## config.mk

```make
export PLATFORM = sky130hd
export DESIGN_NAME = retire_gated_set
export DESIGN_NICKNAME = d
export VERILOG_FILES = /design/src/rtl/rgs_pkg.sv /design/src/rtl/rgs_age_ctrl.sv /design/src/rtl/rgs_vbuf.sv /design/src/rtl/rgs_pend.sv /design/src/rtl/retire_gated_set.sv
export SDC_FILE = /design/constraint.sdc
export NUM_CORES = 1
export LEC_CHECK = 0
export BUFFER_PORTS_ARGS = -buffer_cell sky130_fd_sc_hd__clkbuf_2
export CORE_ASPECT_RATIO = 1.5
export CORE_MARGIN = 2
export CORE_UTILIZATION = 59
export CTS_CLUSTER_DIAMETER = 30
export CTS_CLUSTER_SIZE = 20
export DETAILED_ROUTE_END_ITERATION = 8
export PLACE_DENSITY = 0.77
export SLEW_MARGIN = 20
export SYNTH_ARGS = -nofsm -noshare
export SYNTH_HDL_FRONTEND = slang
export SYNTH_SLANG_ARGS = --single-unit
```

## constraint.sdc

```tcl
create_clock -name clk -period 6.5 [get_ports clk]
set_input_delay 0.975 -clock clk [delete_from_list [all_inputs] [get_ports clk]]
set_output_delay 0.975 -clock clk [all_outputs]
set_load 0.02 [all_outputs]
```

## src/rtl/rgs_pkg.sv

```systemverilog
package rgs_pkg;

  typedef enum logic [1:0] {
    RET_IDLE    = 2'd0,
    RET_TOUCH   = 2'd1,
    RET_PROMOTE = 2'd2
  } ret_act_e;

  // True when id is the same as or younger than ref_id within a wrapping
  // id space of the given width (half-window ordering).
  function automatic logic seq_at_or_after(input logic [31:0] id,
                                           input logic [31:0] ref_id,
                                           input int unsigned width);
    logic [31:0] mask;
    logic [31:0] diff;
    mask = (32'd1 << width) - 32'd1;
    diff = (id - ref_id) & mask;
    return diff < (32'd1 << (width - 1));
  endfunction

endpackage

```

## src/rtl/rgs_age_ctrl.sv

```systemverilog
module rgs_age_ctrl #(
  parameter int WAYS  = 4,
  parameter int AGE_W = (WAYS > 1) ? $clog2(WAYS) : 1
) (
  input  logic                  clk,
  input  logic                  rst_n,
  input  logic                  touch_en,
  input  logic [AGE_W-1:0]      touch_way,
  output logic [WAYS*AGE_W-1:0] ages_o,
  output logic [AGE_W-1:0]      lru_way_o
);

  localparam logic [AGE_W-1:0] OLDEST = AGE_W'(WAYS - 1);

  logic [AGE_W-1:0] age_q [WAYS];
  logic [AGE_W-1:0] hit_age;

  function automatic logic [AGE_W-1:0] age_after_touch(
      input logic [AGE_W-1:0] cur,
      input logic [AGE_W-1:0] ref_age,
      input logic             is_tgt);
    if (is_tgt)           return '0;
    else if (cur < ref_age) return cur + AGE_W'(1);
    else                  return cur;
  endfunction

  assign hit_age = age_q[touch_way];

  always_ff @(posedge clk) begin
    if (!rst_n) begin
      for (int w = 0; w < WAYS; w++) age_q[w] <= AGE_W'(w);
    end else if (touch_en) begin
      for (int w = 0; w < WAYS; w++)
        age_q[w] <= age_after_touch(age_q[w], hit_age, touch_way == AGE_W'(w));
    end
  end

  always_comb begin
    lru_way_o = '0;
    for (int w = 0; w < WAYS; w++)
      if (age_q[w] == OLDEST) lru_way_o = AGE_W'(w);
  end

  for (genvar w = 0; w < WAYS; w++) begin : g_flat
    assign ages_o[w*AGE_W +: AGE_W] = age_q[w];
  end

  // Checker state and properties
  logic [AGE_W-1:0] chk_way_q;
  always_ff @(posedge clk) begin
    if (!rst_n) chk_way_q <= '0;
    else        chk_way_q <= touch_way;
  end

  for (genvar k = 0; k < WAYS; k++) begin : g_perm
    logic [WAYS-1:0] holds_k;
    for (genvar w = 0; w < WAYS; w++) begin : g_m
      assign holds_k[w] = (age_q[w] == AGE_W'(k));
    end

    perm_chk: assert property (@(posedge clk) disable iff (!rst_n)
      $onehot(holds_k));
  end


  age_hold_chk: assert property (@(posedge clk) disable iff (!rst_n)
    !touch_en |=> $stable(ages_o));


  touch_mru_chk: assert property (@(posedge clk) disable iff (!rst_n)
    touch_en |=> (age_q[chk_way_q] == '0));

endmodule

```

## src/rtl/rgs_vbuf.sv

```systemverilog
module rgs_vbuf
  import rgs_pkg::*;
#(
  parameter int ENTRIES = 4,
  parameter int TAG_W   = 12,
  parameter int ID_W    = 5,
  parameter int IDX_W   = (ENTRIES > 1) ? $clog2(ENTRIES) : 1
) (
  input  logic             clk,
  input  logic             rst_n,
  input  logic             alloc_en,
  input  logic [TAG_W-1:0] alloc_tag,
  input  logic [ID_W-1:0]  alloc_id,
  input  logic [TAG_W-1:0] lk_a_tag,
  output logic             lk_a_hit,
  input  logic [TAG_W-1:0] lk_r_tag,
  output logic             lk_r_hit,
  output logic [IDX_W-1:0] lk_r_idx,
  input  logic [TAG_W-1:0] lk_f_tag,
  output logic             lk_f_hit,
  input  logic             free_en,
  input  logic [IDX_W-1:0] free_idx,
  input  logic             flush_en,
  input  logic [ID_W-1:0]  flush_id,
  output logic             full_o
);

  logic [ENTRIES-1:0] vld_q;
  logic [TAG_W-1:0]   tag_q   [ENTRIES];
  logic [ID_W-1:0]    owner_q [ENTRIES];
  logic [IDX_W-1:0]   slot;
  logic               has_slot;
  logic               alloc_ok;

  always_comb begin
    lk_a_hit = 1'b0;
    lk_r_hit = 1'b0;
    lk_r_idx = '0;
    lk_f_hit = 1'b0;
    for (int e = 0; e < ENTRIES; e++) begin
      if (vld_q[e] && tag_q[e] == lk_a_tag) lk_a_hit = 1'b1;
      if (vld_q[e] && tag_q[e] == lk_f_tag) lk_f_hit = 1'b1;
      if (vld_q[e] && tag_q[e] == lk_r_tag) begin
        lk_r_hit = 1'b1;
        lk_r_idx = IDX_W'(e);
      end
    end
  end

  always_comb begin
    slot     = '0;
    has_slot = 1'b0;
    for (int e = ENTRIES - 1; e >= 0; e--) begin
      if (!vld_q[e]) begin
        slot     = IDX_W'(e);
        has_slot = 1'b1;
      end
    end
  end

  assign full_o   = !has_slot;
  assign alloc_ok = alloc_en && has_slot &&
                    !(flush_en && seq_at_or_after(32'(alloc_id), 32'(flush_id), ID_W));

  always_ff @(posedge clk) begin
    if (!rst_n) begin
      vld_q <= '0;
      for (int e = 0; e < ENTRIES; e++) begin
        tag_q[e]   <= '0;
        owner_q[e] <= '0;
      end
    end else begin
      for (int e = 0; e < ENTRIES; e++) begin
        if (flush_en && seq_at_or_after(32'(owner_q[e]), 32'(flush_id), ID_W))
          vld_q[e] <= 1'b0;
        if (free_en && free_idx == IDX_W'(e))
          vld_q[e] <= 1'b0;
        if (alloc_ok && slot == IDX_W'(e)) begin
          vld_q[e]   <= 1'b1;
          tag_q[e]   <= alloc_tag;
          owner_q[e] <= alloc_id;
        end
      end
    end
  end

  // Checker state and properties
  logic [ID_W-1:0] chk_flush_id_q;
  logic            stale_after_flush;
  always_ff @(posedge clk) begin
    if (!rst_n) chk_flush_id_q <= '0;
    else        chk_flush_id_q <= flush_id;
  end
  always_comb begin
    stale_after_flush = 1'b0;
    for (int e = 0; e < ENTRIES; e++)
      if (vld_q[e] && seq_at_or_after(32'(owner_q[e]), 32'(chk_flush_id_q), ID_W))
        stale_after_flush = 1'b1;
  end


  vb_noovf_chk: assert property (@(posedge clk) disable iff (!rst_n)
    alloc_en |-> !full_o);


  vb_flush_chk: assert property (@(posedge clk) disable iff (!rst_n)
    flush_en |=> !stale_after_flush);


  vb_free_live_chk: assert property (@(posedge clk) disable iff (!rst_n)
    free_en |-> vld_q[free_idx]);

endmodule

```

## src/rtl/rgs_pend.sv

```systemverilog
module rgs_pend
  import rgs_pkg::*;
#(
  parameter int ID_W  = 5,
  parameter int TAG_W = 12
) (
  input  logic             clk,
  input  logic             rst_n,
  input  logic             wr_en,
  input  logic [ID_W-1:0]  wr_id,
  input  logic [TAG_W-1:0] wr_tag,
  input  logic [ID_W-1:0]  rd_id,
  output logic             rd_valid,
  output logic [TAG_W-1:0] rd_tag,
  input  logic             clr_en,
  input  logic [ID_W-1:0]  clr_id,
  input  logic             flush_en,
  input  logic [ID_W-1:0]  flush_id
);

  localparam int NUM = 1 << ID_W;

  logic [NUM-1:0]   vld_q;
  logic [TAG_W-1:0] tag_q [NUM];

  assign rd_valid = vld_q[rd_id];
  assign rd_tag   = tag_q[rd_id];

  always_ff @(posedge clk) begin
    if (!rst_n) begin
      vld_q <= '0;
      for (int i = 0; i < NUM; i++) tag_q[i] <= '0;
    end else begin
      for (int i = 0; i < NUM; i++) begin
        if (flush_en && seq_at_or_after(32'(i), 32'(flush_id), ID_W))
          vld_q[i] <= 1'b0;
        if (clr_en && clr_id == ID_W'(i))
          vld_q[i] <= 1'b0;
        if (wr_en && wr_id == ID_W'(i)) begin
          vld_q[i] <= 1'b1;
          tag_q[i] <= wr_tag;
        end
      end
    end
  end

endmodule

```

## src/rtl/retire_gated_set.sv

```systemverilog
module retire_gated_set
  import rgs_pkg::*;
#(
  parameter int WAYS       = 4,
  parameter int VB_ENTRIES = 4,
  parameter int TAG_W      = 12,
  parameter int ID_W       = 5
) (
  input  logic                  clk,
  input  logic                  rst_n,
  input  logic                  acc_valid,
  input  logic [TAG_W-1:0]      acc_tag,
  input  logic [ID_W-1:0]       acc_id,
  output logic                  rsp_valid,
  output logic                  rsp_hit,
  input  logic                  fill_valid,
  input  logic [TAG_W-1:0]      fill_tag,
  input  logic [ID_W-1:0]       fill_id,
  output logic                  fill_ready,
  input  logic                  ret_valid,
  input  logic [ID_W-1:0]       ret_id,
  input  logic                  flush_valid,
  input  logic [ID_W-1:0]       flush_id,
  output logic [WAYS*TAG_W-1:0] set_tags,
  output logic [WAYS-1:0]       set_valid,
  output logic [WAYS*2-1:0]     set_ages
);

  localparam int AGE_W = (WAYS > 1) ? $clog2(WAYS) : 1;
  localparam int VIDX_W = (VB_ENTRIES > 1) ? $clog2(VB_ENTRIES) : 1;

  logic [TAG_W-1:0] tag_q [WAYS];
  logic [WAYS-1:0]  vld_q;
  logic             rsp_valid_q, rsp_hit_q;

  // Lookup results
  logic             set_hit_a, set_hit_f, set_hit_r;
  logic [AGE_W-1:0] set_way_r;
  logic             vb_hit_a, vb_hit_f, vb_hit_r;
  logic [VIDX_W-1:0] vb_idx_r;
  logic             vb_full;

  // Retire path
  logic             rec_valid;
  logic [TAG_W-1:0] rec_tag;
  ret_act_e         ret_act;
  logic             touch_ev, promote_ev, evict_ev;
  logic [AGE_W-1:0] touch_way;
  logic [AGE_W-1:0] lru_way;
  logic [WAYS*AGE_W-1:0] ages_flat;

  // Fill and access events
  logic fill_fire, alloc_ev, rec_wr_ev;

  always_comb begin
    set_hit_a = 1'b0;
    set_hit_f = 1'b0;
    set_hit_r = 1'b0;
    set_way_r = '0;
    for (int w = 0; w < WAYS; w++) begin
      if (vld_q[w] && tag_q[w] == acc_tag)  set_hit_a = 1'b1;
      if (vld_q[w] && tag_q[w] == fill_tag) set_hit_f = 1'b1;
      if (vld_q[w] && tag_q[w] == rec_tag) begin
        set_hit_r = 1'b1;
        set_way_r = AGE_W'(w);
      end
    end
  end

  rgs_pend #(.ID_W(ID_W), .TAG_W(TAG_W)) pend_i (
    .clk      (clk),
    .rst_n    (rst_n),
    .wr_en    (rec_wr_ev),
    .wr_id    (acc_id),
    .wr_tag   (acc_tag),
    .rd_id    (ret_id),
    .rd_valid (rec_valid),
    .rd_tag   (rec_tag),
    .clr_en   (ret_valid),
    .clr_id   (ret_id),
    .flush_en (flush_valid),
    .flush_id (flush_id)
  );

  rgs_vbuf #(.ENTRIES(VB_ENTRIES), .TAG_W(TAG_W), .ID_W(ID_W)) vbuf_i (
    .clk       (clk),
    .rst_n     (rst_n),
    .alloc_en  (alloc_ev),
    .alloc_tag (fill_tag),
    .alloc_id  (fill_id),
    .lk_a_tag  (acc_tag),
    .lk_a_hit  (vb_hit_a),
    .lk_r_tag  (rec_tag),
    .lk_r_hit  (vb_hit_r),
    .lk_r_idx  (vb_idx_r),
    .lk_f_tag  (fill_tag),
    .lk_f_hit  (vb_hit_f),
    .free_en   (promote_ev),
    .free_idx  (vb_idx_r),
    .flush_en  (flush_valid),
    .flush_id  (flush_id),
    .full_o    (vb_full)
  );

  rgs_age_ctrl #(.WAYS(WAYS), .AGE_W(AGE_W)) age_i (
    .clk       (clk),
    .rst_n     (rst_n),
    .touch_en  (touch_ev),
    .touch_way (touch_way),
    .ages_o    (ages_flat),
    .lru_way_o (lru_way)
  );

  // Retire decision: a resident tag is touched, a staged tag is promoted.
  always_comb begin
    ret_act = RET_IDLE;
    if (ret_valid && rec_valid) begin
      if (set_hit_r)     ret_act = RET_TOUCH;
      else if (vb_hit_r) ret_act = RET_PROMOTE;
    end
  end

  assign promote_ev = (ret_act == RET_PROMOTE);
  assign touch_ev   = (ret_act != RET_IDLE);
  assign touch_way  = promote_ev ? lru_way : set_way_r;
  assign evict_ev   = promote_ev && vld_q[lru_way];

  assign fill_ready = !vb_full;
  assign fill_fire  = fill_valid && fill_ready;
  assign alloc_ev   = fill_fire && !set_hit_f && !vb_hit_f;
  assign rec_wr_ev  = acc_valid &&
                      !(flush_valid && seq_at_or_after(32'(acc_id), 32'(flush_id), ID_W));

  always_ff @(posedge clk) begin
    if (!rst_n) begin
      vld_q <= '0;
      for (int w = 0; w < WAYS; w++) tag_q[w] <= '0;
    end else if (promote_ev) begin
      tag_q[lru_way] <= rec_tag;
      vld_q[lru_way] <= 1'b1;
    end
  end

  always_ff @(posedge clk) begin
    if (!rst_n) begin
      rsp_valid_q <= 1'b0;
      rsp_hit_q   <= 1'b0;
    end else begin
      rsp_valid_q <= acc_valid;
      rsp_hit_q   <= acc_valid && (set_hit_a || vb_hit_a);
    end
  end

  assign rsp_valid = rsp_valid_q;
  assign rsp_hit   = rsp_hit_q;
  assign set_valid = vld_q;
  assign set_ages  = ages_flat;

  for (genvar w = 0; w < WAYS; w++) begin : g_tags
    assign set_tags[w*TAG_W +: TAG_W] = tag_q[w];
  end


  set_frozen_chk: assert property (@(posedge clk) disable iff (!rst_n)
    !promote_ev |=> ($stable(set_tags) && $stable(set_valid)));


  evict_lru_chk: assert property (@(posedge clk) disable iff (!rst_n)
    promote_ev |-> (ages_flat[lru_way*AGE_W +: AGE_W] == AGE_W'(WAYS - 1)));


  promote_valid_chk: assert property (@(posedge clk) disable iff (!rst_n)
    evict_ev |=> $countones(set_valid) == $countones($past(set_valid)));

endmodule

```

==> impl_results.md, run 1 <==
- Post-Synthesis Cells: 2237
- Fin crit period: between 5 and 6 ns
- Reg power frac: about two fifths
- Mapped Area: roughly 28000 sq um
- Commonest non-fill, non-tap cell in the layout: edfxtp_1
- Final setup TNS: 0 ns
- NumNets Final: 2420
- DIE WIDTH: 182.0 microns
- Multi-input logic area: between 10000 and 15000 sq um
- Crit path capture type: flip-flop
- Async SR Flop Fraction: 0%
- Total CTS buffers: 87
- Clock Latency Late Sink: roughly 0.64 ns
- Max Buffers Root-to-Sink: 3
- Area delta synth->final: 14.94%
- Initial antenna violation count: 0
- CP Launch Type: input pin
- First-pass GRT wire length: 137000 microns
- Register clock-pin slew on the reported worst setup and hold paths: 0.05 ns
- Number of global-route vias before repair: 20950
- Total power: between 10000 and 15000 uW
- Fmax: 0.1773 GHz
- Post-synthesis sequential area ratio: 57.42%
- Hold-fix buffer count after cts: 0
- EDFF count, synth: around 510
- Final setup viols: 0
- Predominant post-synthesis flop cell: edfxtp_1
- Number of vias per cell: roughly 6.9
- Routability Congestion: 1.036
- HPWL Detailed: 63140 microns
- Post-CTS Setup Bufs: 0
- IO buf count: 112
- Post-cts sizing count: 0
- ANT cells: 0
- Detailed-route via count: just over 20000
- Hold slack: 0.4565 ns
- Fin crit share: 86.75%
- R2R setup slack: roughly 1.4 ns
- Mapped Avg Cell Area: roughly 13 sq um
- Initial core utilization: 59.84%
- Synth warn: 0
- Synth unique cells: 90
- Critical Path RT: between 6 and 7 ns
- FF/Latch Area: 16100 sq um
- Slew headroom: 31.43%
- Total of max-cap violations: 0
- Largest net degree at the start of global routing: 72
- Slew @ Worst Pin: roughly 1.0 ns
- Most frequent cells in the layout: edfxtp_1 (508), nor2_1 (302), xor2_1 (170)
- DIE AREA: between 40000 and 50000 sq um
- Core Util, Final: 68.78%
- GRT Util Overall: between 30 and 40%
- Yosys reg bits: 550
- Worst Setup Path Type: input pin to flip-flop
- Grt ovf: 0
- CTS H-tree depth: 3
- RSZ-0062 raised after global routing: false
- Sw frac: 26.39%
- Clock share of power: 47.7%
- Worst-case clock skew: 0.02625 ns
- Final hold vios: 0
- Synth Net Count: 2308
- Internal: about 7500 uW
- Sinks on Clock Net: 550
- P_leak: 0.01197 uW
- Row cnt: between 90 and 100
- CTS tree: built
- Clock Tree Root: clkbuf_16
- Setup ws final: 0.8612 ns
- NetSw: 2672 uW
- Share of layout cells above drive strength 1: 19.14%
- Starting DRC count in detailed routing: 2170
- Die Span Y: 271.0 microns
- Num ports: 113
- Core Region: 46850 sq um
- Combinational share of power: 10.6%
- Routed WL: between 90000 and 100000 microns
- # DRC: 0
- DRT Pass-1 Iters: 6
- Pre-CTS setup slack: 0.3559 ns
- PwrDens: 314.3 nW/um^2
- CP Data Arrival Time: 5.93 ns
- Drt wl/cell: 31.51 microns
- Max-slew violations: 0
- Hold WC Path Type: flip-flop to flip-flop
- CP Max Fanout: 32
- Maximum vdd drop: 360.9 uV
- # fillers: 3141
- Status: finished, final reports clean
- DRT antenna net count: 0
-- per-stage QoR --
| step | cell area [sq um] | instances |
|---|---|---|
| global placement | 29130 | 2854 |
| detailed placement | 29130 | 2854 |
| global route | 32220 | 3018 |
| CTS | 32220 | 3018 |
| floorplan | 28030 | 2237 |
| finish | 32220 | 3018 |
-- logic make-up after synthesis --
| kind of cell | count (synthesis) | share of synthesized area (%) |
|---|---|---|
| AO/OA/AOI/OAI | 245 | 6.401 |
| flip-flops | 550 | 57.42 |
| XOR/XNOR | 298 | 9.311 |
| adder cells (fa/ha/maj) | 21 | 0.9373 |
| multiplexers | 139 | 8.891 |
| buffers and inverters | 193 | 3.285 |
| AND/OR/NAND/NOR | 791 | 13.76 |
-- flip-flops by register name, indices dropped and copies added (netlist names) --
register	cells
vbuf_i.owner_q	20
vbuf_i.tag_q	48
vbuf_i.vld_q	4
set_valid	4
tag_q	48
rsp_hit	1
pend_i.tag_q	384
pend_i.vld_q	32
age_i.age_q	8
rsp_valid	1
-- critical path: stages --
cell and delay [ns]:
buf_6 0.36, buf_4 0.37, mux2i_1 0.39, o22ai_1 0.15, a211oi_1 0.37, buf_4 0.21, a32o_2 0.46, xor2_1 0.30
nand4_1 0.14, or4_1 0.61, o311ai_1 0.23, o311a_1 0.47, nand2_1 0.09, o31a_1 0.13, a32o_1 0.23, a211oi_1 0.36
-- cells in the mapped netlist, types with 8 or more instances --
cell type  instances  area (sq um)
o21ai_0           43         215.2
a211oi_1           9         67.56
buf_1             18         67.56
nand2b_1          16         100.1
xnor2_1          128          1121
ha_1              21         262.8
mux2_2             9         101.4
xor2_1           170          1489
nor4_1            41         256.5
nand3_1           33         165.2
buf_4             12         90.09
mux4_2            81          1824
nor2_1           302          1134
a21boi_0           8         60.06
mux2i_1           39         390.4
clkbuf_1         101         379.1
nand2_1          133         499.2
o211ai_1          14         105.1
nand4_1           64         400.4
buf_6             13         146.4
and2_1            10         62.56
dfxtp_1           42         840.8
o221ai_1          15         131.4
edfxtp_1         508         15250
a22oi_1           13         97.59
nor2b_1           15         93.84
buf_2             12         60.06
nor3_1            50         250.2
a21oi_1           55         275.3
a21o_1            13         97.59
inv_1             33         123.9
and3_1            76         475.5
-- power by group through the flow --
stage	logic [uW]	registers [uW]	clock network, uW
floorplan	688	4230	0
global placement	1010	4260	0
detailed placement	1030	4280	0
CTS	1050	4220	4830
global route	1120	4230	4980
finish	1070	4220	4830
-- routing by layer --
metal | vias to the layer above | GRT usage, % | wire length (microns)
met3 | 481 | 8.467 | 8929
li1 | 8576 | - | -
met1 | 10210 | 40.12 | 29000
met4 | 0 | 34.04 | 9830
met2 | 1502 | 66.03 | 47340
met5 | - | 0 | 0
-- final cells by class --
type                            instances  share of cell area [%]
Clock buffer                           96                   7.025
Inverter                               34                  0.3961
Tap cell                              594                   2.307
Sequential cell                       550                   49.96
Clock inverter                         68                   2.567
Multi-Input combinational cell       1494                   34.19
Timing Repair Buffer                  182                   3.561
-- final timing paths --
path	to	depth (start not counted)	start
max	age_i.age_q[2][0]$_SDFFCE_PP0P_	16	ret_id[1]
min	pend_i.vld_q[23]$_SDFFE_PN0P_	2	pend_i.vld_q[23]$_SDFFE_PN0P_
max reg2reg	age_i.age_q[2][0]$_SDFFCE_PP0P_	13	pend_i.tag_q[15][6]$_SDFFCE_PN0P_
min reg2reg	pend_i.vld_q[23]$_SDFFE_PN0P_	2	pend_i.vld_q[23]$_SDFFE_PN0P_
Note: power is estimated with default switching activity, not from simulation.
==> run 2, diff against run 1 <==
--- a/config.mk
+++ b/config.mk
@@ -16,4 +16,5 @@
 export SLEW_MARGIN = 20
 export SYNTH_ARGS = -nofsm -noshare
 export SYNTH_HDL_FRONTEND = slang
+export SYNTH_HIERARCHICAL = 1
 export SYNTH_SLANG_ARGS = --single-unit
==> run 2 against run 1 <==
  * Fmax is 0.62% lower
  * Clock skew is 0.0056 ns lower
  * Count of clock-buffer cells in the layout is 10 lower
  * Worst hold slack better by 0.037 ns
  * First-iteration DRC count is 8.7% lower
  * Cell count is 2.4% higher
  * Routed wire length is 11% lower
  * Setup slack worse by 0.035 ns
  * Flip-flop and latch count stayed put
  * Register-to-register slack better by 0.13 ns
  * Critical path type unchanged
==> impl_results.md, run 2 <==
- Status: finished, final reports clean
- DIE AREA: around 50000 sq um
- Cell Area, Placed: 29270 sq um
- Fin crit share: 87.29%
- Final setup viols: 0
- Die Span Y: ~270 microns
- Initial core utilization: 59.68%
- DIE WIDTH: 183.1 microns
- Final setup TNS: 0 ns
- DRT Pass-1 Iters: 6
- Synth warn: 6
- Num ports: 113
- EDFF count, synth: 508
- Commonest non-fill, non-tap cell in the layout: edfxtp_1
- Most frequent cells in the layout: edfxtp_1 (508), nor2_1 (240), mux2i_1 (210)
- Final Cell Area: 31990 sq um
- Routability Congestion: around 0.97
- Reg power frac: 44.0%
- Crit path capture type: flip-flop
- Row cnt: 98
- First-pass GRT wire length: 125400 microns
- Worst-case clock skew: 0.02064 ns
- Routed WL: 85060 microns
- IO buf count: 112
- Max-slew violations: 0
- Final hold vios: 0
- Core Region: roughly 48000 sq um
- Area delta synth->final: 12.68%
- Maximum vdd drop: between 200 and 250 uV
- Max reg flops: 384
- DRT antenna net count: 0
- Yosys reg bits: 550
- P_leak: 0.01210 uW
- Mapped Avg Cell Area: approximately 12 sq um
- Synth cell count leaders: edfxtp_1 (508), nor2_1 (240), mux2i_1 (210)
- Mapped Area: 28390 sq um
- NumNets Final: 2501
- Internal: roughly 7100 uW
- CP Data Arrival Time: 5.93 ns
- Combinational share of power: 10.9%
- Grt ovf: 0
- Post-cts sizing count: 0
- Sinks on Clock Net: 550
- Clock share of power: 45.1%
- FF/Latch Area: 16100 sq um
- Core Util, Final: between 60% and 70%
- Hold-fix buffer count after cts: 0
- Total power: 9643 uW
- Initial antenna violation count: 0
- CP Launch Type: input pin
- Clock Tree Root: clkbuf_16
- Worst Setup Path Type: input pin to flip-flop
- Total of max-cap violations: 0
- # fillers: about 3400
- CTS H-tree depth: 3
- NetSw: ~2600 uW
- RSZ-0062 raised after global routing: false
- Top cells by area, synth: edfxtp_1 (54%), mux2i_1 (7.4%), xnor2_1 (5.5%), xor2_1 (4.2%), nor2_1 (3.2%)
- Drt wl/cell: 27.52 microns
- Starting DRC count in detailed routing: 1981
- Largest net degree at the start of global routing: 73
- # DRC: 0
- GRT Util Overall: 34.11%
- Largest Register: pend_i/tag_q
- Multi-input logic area: 11040 sq um
- HPWL Detailed: slightly below 60000 microns
- Post-CTS Setup Bufs: 0
- Hold slack: 0.4937 ns
- Synth unique cells: 76
- Synth Net Count: ~2400
- Hold WC Path Type: flip-flop to flip-flop
- CTS tree: built
- Critical Path RT: between 6 and 7 ns
- Fmax: between 0.15 and 0.2 GHz
- Fin crit period: 5.674 ns
- Slew headroom: 32.37%
- Sw frac: 26.62%
- Number of global-route vias before repair: 20120
- Max Buffers Root-to-Sink: 3
- PwrDens: 301.4 nW/um^2
- Register clock-pin slew on the reported worst setup and hold paths: 0.06 ns
- Synth top area share: 53.73%
- Yosys top cell by area: edfxtp_1
- Biggest registers after layout: pend_i/tag_q x384, tag_q x48, vbuf_i/tag_q x48
- Number of vias per cell: about 6.5
- Clock Latency Late Sink: 0.61 ns
- ANT cells: 0
- Post-synthesis sequential area ratio: 56.69%
- Post-Synthesis Cells: 2333
- Predominant post-synthesis flop cell: edfxtp_1
- Detailed-route via count: between 20000 and 25000
- Share of layout cells above drive strength 1: between 15 and 20%
- Total CTS buffers: slightly below 80
- Async SR Flop Fraction: 0%
- CP Max Fanout: 43
- Most frequent cell after synthesis: edfxtp_1
- Slew @ Worst Pin: 1.012 ns
run 2: cell types whose count changed in the layout (fill, tap and decap cells not counted), sizes merged, moves of 15 or more:
cell   before  now
mux4       85    1
a22o        4   26
mux2       15    0
inv        54   76
xor2      170  136
o21ai      44   21
a22oi      17   52
nand3      33   64
nor2      304  242
a21oi      55   34
mux2i      39  210
xnor2     128  178
run 2: logic make-up after synthesis:
family	after synthesis	synth area share (%)
fa+ha+maj	25	1.102
buf+inv	217	4.614
xor+xnor	314	9.686
compound gates	254	6.654
simple gates	762	13.78
mux	211	7.482
flops	550	56.69
run 2: final timing paths:
| kind | start | endpoint | slack (ns) | cells past startpoint |
|---|---|---|---|---|
| setup reg to reg | pend_i/tag_q[7][6]$_SDFFCE_PN0P_ | age_i/age_q[1][1]$_SDFFCE_PP0P_ | 1.56 | 19 |
| hold reg to reg | pend_i/vld_q[17]$_SDFFE_PN0P_ | pend_i/vld_q[17]$_SDFFE_PN0P_ | 0.49 | 2 |
| setup / recovery | ret_id[1] | age_i/age_q[1][1]$_SDFFCE_PP0P_ | 0.83 | 21 |
| hold / removal | pend_i/vld_q[17]$_SDFFE_PN0P_ | pend_i/vld_q[17]$_SDFFE_PN0P_ | 0.49 | 2 |
run 2: power groups by stage:
stage	Combinational, uW	Clock, uW	Sequential, uW
6_report	1050	4350	4240
5_1_grt	1110	4550	4250
3_3_place_gp	1010	0	4290
3_5_place_dp	1030	0	4300
2_1_floorplan	709	0	4260
4_1_cts	1040	4390	4230
run 2: cell type report:
class / count / area share (%)
Clock inverter: 59 / 2.257
Sequential cell: 550 / 50.31
Multi-Input combinational cell: 1566 / 34.50
Clock buffer: 86 / 6.261
Inverter: 50 / 0.5866
Timing Repair Buffer: 180 / 3.739
Tap cell: 600 / 2.346
run 2: layer usage:
metal	routed length, microns	vias to the layer above	GRT usage [%]
li1	-	8773	-
met1	28840	9867	37.09
met2	43680	1089	60.74
met3	5992	301	5.597
met4	6551	0	23.37
met5	0	-	0
run 2: critical path, stage by stage:
cell	delay, ns
buf_8	0.35
buf_12	0.26
mux2i_1	0.27
a22o_1	0.18
nor3_1	0.05
a31oi_1	0.29
nand3_1	0.29
buf_4	0.30
xnor2_1	0.17
nand4_1	0.10
nor4_1	0.31
nand4_1	0.20
nand3b_1	0.20
and3_1	0.20
a31oi_1	0.10
o21ai_1	0.22
mux4_2	0.52
inv_1	0.16
ha_1	0.25
o311a_1	0.10
o31ai_1	0.34
run 2: metrics by stage:
step | setup slack, ns | std cells
after CTS | 0.8773 | 3091
final | 0.8261 | 3091
after detailed placement | 0.3052 | 2946
after global placement | 0.4246 | 2946
after floorplan | 0.9780 | 2333
after global routing | 0.5555 | 3091
